### src/rtl/zone_pwm_pkg.sv
package zone_pwm_pkg;
  localparam logic SET_ONE = 1'b0;
  localparam logic SET_TWO = 1'b1;
endpackage

### src/rtl/zs_offset.sv
module zs_offset #(
  parameter int PHASES = 3,
  parameter int W      = 16,
  localparam int AW    = W + 2
) (
  input  logic [PHASES*W-1:0]  ref_i,
  output logic [PHASES*AW-1:0] adj_o
);
  logic signed [W-1:0] mx, mn, half;
  logic signed [W:0]   sum;

  always_comb begin
    mx = $signed(ref_i[W-1:0]);
    mn = $signed(ref_i[W-1:0]);
    for (int p = 1; p < PHASES; p++) begin
      if ($signed(ref_i[p*W +: W]) > mx) mx = $signed(ref_i[p*W +: W]);
      if ($signed(ref_i[p*W +: W]) < mn) mn = $signed(ref_i[p*W +: W]);
    end
    sum  = {mx[W-1], mx} + {mn[W-1], mn};
    half = sum[W:1]; // floor of sum/2
  end

  for (genvar p = 0; p < PHASES; p++) begin : g_adj
    logic [W-1:0] r;
    assign r = ref_i[p*W +: W];
    assign adj_o[p*AW +: AW] = {{2{r[W-1]}}, r} - {{2{half[W-1]}}, half};
  end
endmodule

### src/rtl/zone_quant.sv
module zone_quant #(
  parameter int W    = 16,
  parameter int LEGS = 3,
  localparam int AW  = W + 2,
  localparam int ZW  = $clog2(LEGS + 1)
) (
  input  logic signed [AW-1:0] adj_i,
  output logic signed [W-1:0]  sat_o,
  output logic [ZW-1:0]        zone_o
);
  localparam logic signed [AW-1:0] FS_P = {{(AW-W+1){1'b0}}, 1'b1, {(W-2){1'b0}}};
  localparam logic signed [AW-1:0] FS_N = -FS_P;
  localparam logic [W-1:0]         FS_U = FS_P[W-1:0];

  logic signed [AW-1:0] sat_w;
  logic [W-1:0]         u;
  logic [W+ZW-1:0]      prod;
  logic [ZW:0]          zq;

  always_comb begin
    if (adj_i > FS_P)      sat_w = FS_P;
    else if (adj_i < FS_N) sat_w = FS_N;
    else                   sat_w = adj_i;
    sat_o = sat_w[W-1:0];
    u     = $unsigned(sat_o) + FS_U;        // 0 .. 2*FS
    prod  = {{ZW{1'b0}}, u} * (W+ZW)'(LEGS);
    zq    = prod[W+ZW-1:W-1];               // divide by 2*FS
    if (zq >= (ZW+1)'(LEGS)) zone_o = ZW'(LEGS);
    else                     zone_o = zq[ZW-1:0] + ZW'(1);
  end
endmodule

### src/rtl/leg_cmp.sv
module leg_cmp #(
  parameter int W    = 16,
  parameter int LEGS = 3
) (
  input  logic                sel_i,
  input  logic signed [W-1:0] ref_i,
  input  logic [LEGS*W-1:0]   car1_i,
  input  logic [LEGS*W-1:0]   car2_i,
  output logic [LEGS-1:0]     gate_o
);
  import zone_pwm_pkg::*;
  for (genvar k = 0; k < LEGS; k++) begin : g_leg
    logic signed [W-1:0] car;
    assign car       = (sel_i == SET_TWO) ? $signed(car2_i[k*W +: W]) : $signed(car1_i[k*W +: W]);
    assign gate_o[k] = (ref_i >= car);
  end
endmodule

### src/rtl/zone_pwm.sv
module zone_pwm #(
  parameter int PHASES = 3,
  parameter int LEGS   = 3,
  parameter int W      = 16,
  localparam int AW    = W + 2,
  localparam int ZW    = $clog2(LEGS + 1)
) (
  input  logic                   clk_i,
  input  logic                   rst_ni,
  input  logic [PHASES*W-1:0]    ref_i,
  input  logic [LEGS*W-1:0]      car1_i,
  input  logic [LEGS*W-1:0]      car2_i,
  input  logic                   period_start_i,
  input  logic                   bypass_i,
  output logic [PHASES*LEGS-1:0] gate_o,
  output logic [PHASES*ZW-1:0]   zone_o,
  output logic [PHASES-1:0]      sel_o
);
  import zone_pwm_pkg::*;

  logic [PHASES*AW-1:0]   adj;
  logic [PHASES*LEGS-1:0] gate_d;
  logic [PHASES*ZW-1:0]   zone_d, zone_q;
  logic [PHASES-1:0]      sel_d, sel_q;

  zs_offset #(.PHASES(PHASES), .W(W)) i_offset (.ref_i(ref_i), .adj_o(adj));

  for (genvar p = 0; p < PHASES; p++) begin : g_phase
    logic signed [W-1:0] sat;
    logic [ZW-1:0]       zone_now;

    zone_quant #(.W(W), .LEGS(LEGS)) i_quant (
      .adj_i (adj[p*AW +: AW]),
      .sat_o (sat),
      .zone_o(zone_now)
    );

    // new decision only at a period boundary
    assign zone_d[p*ZW +: ZW] = period_start_i ? zone_now : zone_q[p*ZW +: ZW];
    assign sel_d[p] = !period_start_i ? sel_q[p] :
                      bypass_i        ? SET_ONE  : zone_now[0];

    leg_cmp #(.W(W), .LEGS(LEGS)) i_cmp (
      .sel_i (sel_d[p]),
      .ref_i (sat),
      .car1_i(car1_i),
      .car2_i(car2_i),
      .gate_o(gate_d[p*LEGS +: LEGS])
    );
  end

  always_ff @(posedge clk_i or negedge rst_ni) begin
    if (!rst_ni) begin
      for (int p = 0; p < PHASES; p++) zone_q[p*ZW +: ZW] <= ZW'(1);
      sel_q  <= '0;
      gate_o <= '0;
    end else begin
      zone_q <= zone_d;
      sel_q  <= sel_d;
      gate_o <= gate_d;
    end
  end

  assign zone_o = zone_q;
  assign sel_o  = sel_q;
endmodule

### config.mk
export PLATFORM = sky130hd
export DESIGN_NAME = zone_pwm
export DESIGN_NICKNAME = d
export VERILOG_FILES = /design/src/rtl/zone_pwm_pkg.sv /design/src/rtl/zs_offset.sv /design/src/rtl/zone_quant.sv /design/src/rtl/leg_cmp.sv /design/src/rtl/zone_pwm.sv
export SDC_FILE = /design/constraint.sdc
export NUM_CORES = 1
export LEC_CHECK = 0
export BUFFER_PORTS_ARGS = -buffer_cell sky130_fd_sc_hd__buf_2
export CORE_UTILIZATION = 26
export CTS_CLUSTER_DIAMETER = 100
export DETAILED_ROUTE_END_ITERATION = 10
export PLACE_DENSITY = 0.46
export SLEW_MARGIN = 20
export SYNTH_ARGS = -nofsm -noshare
export SYNTH_HDL_FRONTEND = slang
export SYNTH_SLANG_ARGS = --single-unit
### constraint.sdc
create_clock -name clk_i -period 4.98 [get_ports clk_i]
set_clock_uncertainty 0.2 [all_clocks]
set_input_delay 1.245 -clock clk_i [delete_from_list [all_inputs] [get_ports clk_i]]
set_output_delay 1.245 -clock clk_i [all_outputs]
set_load 0.05 [all_outputs]
After elaboration in Yosys (flattened, before gate mapping)
Index checks and enable logic that the tools add are counted.
{"block": "classes", "addsub": 10, "mul": 3, "n_lt_le_gt_ge": 22, "n_mux": 28}
{"cell": "16-bit 2-to-1 mux", "n": 19}
{"cell": "16-bit >= comparator", "n": 9}
{"cell": "16-bit by 2-bit multiplier with 18-bit output (second input constant)", "n": 3}
{"cell": "17-bit by 16-bit > comparator with 1-bit output (second input constant)", "n": 3}
{"cell": "17-bit by 15-bit < comparator with 1-bit output (second input constant)", "n": 3}
{"cell": "16-bit by 16-bit subtractor with 17-bit output", "n": 3}
{"cell": "16-bit by 15-bit adder with 16-bit output (second input constant)", "n": 3}
{"cell": "16-bit > comparator", "n": 2}
{"cell": "16-bit < comparator", "n": 2}
{"cell": "16-bit by 16-bit adder with 17-bit output", "n": 1}
{"cell": "3-bit by 2-bit >= comparator with 1-bit output (second input constant)", "n": 3}
{"cell": "2-bit by 1-bit adder with 2-bit output (second input constant)", "n": 3}
{"cell": "1-bit 2-to-1 mux", "n": 6}
{"cell": "2-bit 2-to-1 mux", "n": 3}
{"block": "word_totals", "reg_bits": 18, "inputBits": 148, "output_inout_bits": 18, "word_cells": 66}

Longest topological paths before layout
{"block": "logic_depth", "depth_word": 17, "depth_mapped": 78, "depth_no_buf": 72}

Cells and area by module
A second synthesis with hierarchy kept.
{"block": "hier_totals", "hier_cells": 1504, "area_unflattened_um2": 12268.0}
{"module": "zs_offset", "instances": 1, "cells_per_inst": 681, "area_each_um2": 4919.7, "seq_area_each_um2": 0.0}
{"module": "leg_cmp at g_phase[0].i_cmp ...", "instances": 2, "cells_per_inst": 170, "area_each_um2": 1571.5, "seq_area_each_um2": 0.0}
{"module": "zone_quant", "instances": 3, "cells_per_inst": 94, "area_each_um2": 675.6, "seq_area_each_um2": 0.0}
{"module": "leg_cmp at g_phase[1].i_cmp", "instances": 1, "cells_per_inst": 169, "area_each_um2": 1571.5, "seq_area_each_um2": 0.0}
{"module": "zone_pwm", "instances": 1, "cells_per_inst": 32, "area_each_um2": 606.8, "seq_area_each_um2": 454.2}

Worst setup path before layout
OpenSTA, ideal clock, no wires.
{"block": "synth_path", "kind": "input -> register", "start": "input port ref_i[10]", "end": "register gate_o[2]", "setup_time_ps": 121, "arrival_ps": 16130, "t_required_ps": 4659, "setup_slack_ps": -11471, "stages": 75, "n_path_buf": 7, "path_cell_list": "clkbuf_1 inv_1 ha_1 nand4_1 a2111o_1 and4_1 buf_6 a21oi_1 clkbuf_1 mux2i_1 ha_1 a21o_1 a221oi_1 o21ai_0 nand2_1 mux2_2 nand3_2 xnor2_1 [... 39 more ...] nor4b_1 a211oi_2 buf_4 buf_4 mux2i_1 ha_1 nor2b_1 o21a_1 o21a_1 o21ai_0 nand2b_1 a21oi_1 nor2b_1 o21ai_0 nand2b_1 a21oi_1 nand3_1 a22o_1"}
{"block": "synth_between", "elab_chain_len": 17, "word_cells_on_any_way": 23, "classes_between": "add/sub (4); mul (1); order compare (8); mux (10)"}
{"item": "from (decl)", "line_no": "zone_pwm.sv:10", "source": "input logic [PHASES*W-1:0] ref_i,"}
{"item": "16-bit > comparator / 16-bit < comparator (equally long branches)", "line_no": "zs_offset.sv:16, zs_offset.sv:17"}
{"item": "16-bit 2-to-1 mux (on tied branches)", "line_no": "zs_offset.sv:16, zs_offset.sv:17"}
{"item": "16-bit > comparator / 16-bit < comparator (equally long branches)", "line_no": "zs_offset.sv:16, zs_offset.sv:17"}
{"item": "16-bit 2-to-1 mux (on tied branches)", "line_no": "zs_offset.sv:16, zs_offset.sv:17"}
{"item": "16-bit by 16-bit adder with 17-bit output", "line_no": "zs_offset.sv:19", "source": "sum = {mx[W-1], mx} + {mn[W-1], mn};"}
{"item": "16-bit by 16-bit subtractor with 17-bit output (*)", "line_no": "zs_offset.sv:26", "source": "assign adj_o[p*AW +: AW] = {{2{r[W-1]}}, r} - {{2{half[W-1]}}, half};"}
{"item": "17-bit by 15-bit < comparator with 1-bit output", "line_no": "zone_quant.sv:22", "source": "else if (adj_i < FS_N) sat_w = FS_N;"}
{"item": "16-bit 2-to-1 mux", "line_no": "zone_quant.sv:22"}
{"item": "[... 2 more ...]"}
{"item": "16-bit by 2-bit multiplier with 18-bit output", "line_no": "zone_quant.sv:26", "source": "prod = {{ZW{1'b0}}, u} * (W+ZW)'(LEGS);"}
{"item": "3-bit by 2-bit >= comparator with 1-bit output / 2-bit by 1-bit adder with 2-bit output (equally long branches)", "line_no": "zone_quant.sv:28, zone_quant.sv:29"}
{"item": "2-bit 2-to-1 mux", "line_no": "zone_quant.sv:28", "source": "if (zq >= (ZW+1)'(LEGS)) zone_o = ZW'(LEGS);"}
{"item": "1-bit 2-to-1 mux", "line_no": "zone_pwm.sv:41", "source": "bypass_i ? SET_ONE : zone_now[0];"}
{"item": "1-bit 2-to-1 mux", "line_no": "zone_pwm.sv:40", "source": "assign sel_d[p] = !period_start_i ? sel_q[p] :"}
{"item": "16-bit 2-to-1 mux", "line_no": "leg_cmp.sv:14", "source": "assign car = (sel_i == SET_TWO) ? $signed(car2_i[k*W +: W]) : $signed(car1_i[k*W +: W]);"}
{"item": "16-bit >= comparator (*)", "line_no": "leg_cmp.sv:15", "source": "assign gate_o[k] = (ref_i >= car);"}
{"item": "via g_phase[0].i_cmp.gate_o[2]", "line_no": "leg_cmp.sv:9", "source": "output logic [LEGS-1:0] gate_o"}
{"item": "to (signal assigned)", "line_no": "zone_pwm.sv:60", "source": "gate_o <= gate_d;"}
{"item": "to (decl)", "line_no": "zone_pwm.sv:15", "source": "output logic [PHASES*LEGS-1:0] gate_o,"}
Mark *: on every way through the listed nets, which the timed path passes. The rest lies on a longest branch.
A chain may end at the register's enable or synchronous reset.

Final worst setup path
{"block": "layout_path", "start": "input port ref_i[1]", "end": "register gate_o[2]"}
Same word-level chain as after synthesis.

==> results.sh <==
export IMPL_min_from="zone_o[4]"
export IMPL_yosysUniqueCellTypes=87
export IMPL_synth_fp_nets=2324
export IMPL_synth_edf_count=0
export IMPL_tightestPinTransition_ns=0.606
export IMPL_grt_pass1_wl_um=104000
export IMPL_regToRegStartpoint="sel_o[2]"
export IMPL_synth_most_common_cell="ha_1"
export IMPL_path_class="in -> reg"
export IMPL_wl_um=69100
export IMPL_required_ns=4.92
export IMPL_whs_ns=0.288
export IMPL_synth_area_per_cell_um2=7.32
export IMPL_slew_viol_final=0
export IMPL_first_global_vias=18100
export IMPL_antenna_found_initial=1
export IMPL_arrival_ns=14.17
export IMPL_critPathCaptureType="flop"
export IMPL_route_vias_total=18300
export IMPL_clk_pin_slew_ns=0.08
export IMPL_drt_iter0_markers=1185
export IMPL_critPathMaxFanout=7
export IMPL_wl_met2_um=34100
export IMPL_worst_hold_path_endpoint="zone_o[4]"
export IMPL_die_h_um=232
export IMPL_cts_tree="yes"
export IMPL_area_growth_pct=75.0
export IMPL_start_util_pct=26.3
export IMPL_top_layer="met5"
export IMPL_max_freq_ghz=0.0703
export IMPL_synth_area_top_cells="ha_1, mux2i_1, nand2_1, a21oi_1, nor2_1"
export IMPL_ys_seq_elements=18
export IMPL_synth_common_cells="ha_1, nand2_1, mux2i_1"
export IMPL_syn_inst=1885
export IMPL_core_area_um2=52600
export IMPL_drv_cap=0
export IMPL_hold_depth=2
export IMPL_yosysSeqAreaShare_pct=3.29
export IMPL_cts_root_buf="clkbuf_16"
export IMPL_synth_top_area_cell="ha_1"
export IMPL_cts_hold_buffers=0
export IMPL_outcome="complete, but fails checks"
export IMPL_critical_path_startpoint="ref_i[1]"
export IMPL_antennaDiodeCount=0
export IMPL_r2r_cells=18
export IMPL_synth_top_cell_area_share_pct=26.0
export IMPL_hpwl_um=55800
export IMPL_setup_viol=18
export IMPL_critPathLaunchType="input pin"
export IMPL_fin_ws_ns=-9.25
export IMPL_viasPerCell=5.28
export IMPL_period_share_pct=286
export IMPL_crit_path_max_incr_delay_ns=0.48
export IMPL_routedWlPerCell_um=20.0
export IMPL_cts_max_path_buffers=2
export IMPL_reg2reg_slack_ns=1.58
export IMPL_rsz0062_at_grt="yes"
export IMPL_numCtsBuffers=3
export IMPL_setup_tns_ns=-144.41
export IMPL_place_port_buffers=165
export IMPL_track_usage_pct=24.8
export IMPL_layout_drive_gt1_share_pct=47.9
export IMPL_grt_max_degree=30
export IMPL_fin_nets=3213
export IMPL_htreeDepth=1
export IMPL_die_area_um2=54000
export IMPL_syn_cell_area_um2=13800
export IMPL_wl_met1_um=29600
export IMPL_drc=0
export IMPL_gp_congestion=0.968
export IMPL_fin_crit_ns=14.23
export IMPL_io_pins=166
export IMPL_cp_common_cell="buf_4"
export IMPL_synthArstFlopShare_pct=100
export IMPL_cts_sinks=18
export IMPL_first_pass_iters=6
export IMPL_dr_wl_met3_um=2970
export IMPL_failed_checks="negative setup slack"
export IMPL_chipWidth_um=232
export IMPL_cp_slowest_cell="a2111o_1"
export IMPL_row_count=84
export IMPL_relSlewSlack_pct=59.6
export IMPL_hold_path_class="reg -> reg"
export IMPL_synthFlopType="dfrtp_1"
export IMPL_ant_nets=0
export IMPL_gr_total_overflow=0
export IMPL_hold_violations=0
export IMPL_synth_warnings=0
export IMPL_r2r_end="gate_o[8]"
export IMPL_clk_latency_ns=0.28
## kinds of logic (layout without fill, tap and decap cells)
group,Yosys count,after routing,share of synthesized area [%]
AOI/OAI and AO/OA,516,518,25.5
xor gates and xnor gates,67,67,4.25
adders and majority gates,304,304,27.5
buffers and inverters,155,1041,4.60
DFF,18,18,3.29
muxes,153,153,11.2
and+or+nand+nor,672,672,23.6
## repair_timing
action | 4_1_cts | 5_1_grt
buffers inserted | 150 | 24
pin swaps | 172 | 111
setup endpoints to repair | 18 | 18
cloned | 5 | 1
resized for setup | 345 | 148
## cell type report
cell class / count / area [um2]
Fill cell: 5130 / 28400
Timing Repair Buffer: 961 / 7270
Inverter: 76 / 323
Multi-Input combinational cell: 1714 / 15200
Tap cell: 688 / 861
Sequential cell: 18 / 454
Clock buffer: 4 / 88.8
## per-stage QoR
stage	worst slack [ns]	instances	utilization, %	area, um2
4_1_cts	-9.11	3444	44.2	23200
5_1_grt	-9.94	3461	46.0	24200
6_report	-9.25	3461	46.0	24200
2_1_floorplan	-9.18	1885	-	14400
3_3_place_gp	-10.46	3300	39.1	20500
3_5_place_dp	-10.65	3300	39.1	20500
## worst max-delay path by stage
stage                      to  slack (ns)  cells past startpoint
finish              gate_o[2]       -9.25                     83
global route        gate_o[1]       -9.94                     80
CTS                 gate_o[2]       -9.11                     76
detailed placement  gate_o[0]      -10.65                     74
global placement    gate_o[0]      -10.46                     74
floorplan           gate_o[2]       -9.18                     76
## placed cells by master (no fill, tap or decap), types with 36 or more instances in the layout
cell type,instances
buf_4,729
ha_1,234
nand2_1,206
buf_2,159
mux2i_1,111
nor2_1,95
a21oi_1,72
nor3_1,61
inv_1,60
buf_6,53
a21o_1,51
o21ai_1,50
a21oi_2,50
ha_4,49
nand4_1,46
nand2b_1,46
a22oi_1,44
nor2b_1,42
nand3_1,38
a311oi_1,37
xnor2_1,36
## critical path: cells and delay by family
| kind | cells | cell delay, ns |
|---|---|---|
| xor+xnor | 2 | 0.23 |
| mux | 3 | 0.64 |
| fa+ha+maj | 6 | 1.43 |
| simple gates | 17 | 2.06 |
| compound gates | 27 | 4.90 |
| buf+inv | 28 | 3.58 |
## metal layers
metal,vias to the layer above,global-route usage (%)
li1,8926,-
met5,-,0
met4,4,7.48
met3,108,1.43
met1,8723,31.1
met2,523,44.9
## registers in the layout, summed over array words and instances, names as in the netlist
register	count
zone_o	6
gate_o	9
sel_o	3
Power is not shown: default switching activity piles up to over one toggle a cycle in this logic, so the estimate is an artifact.
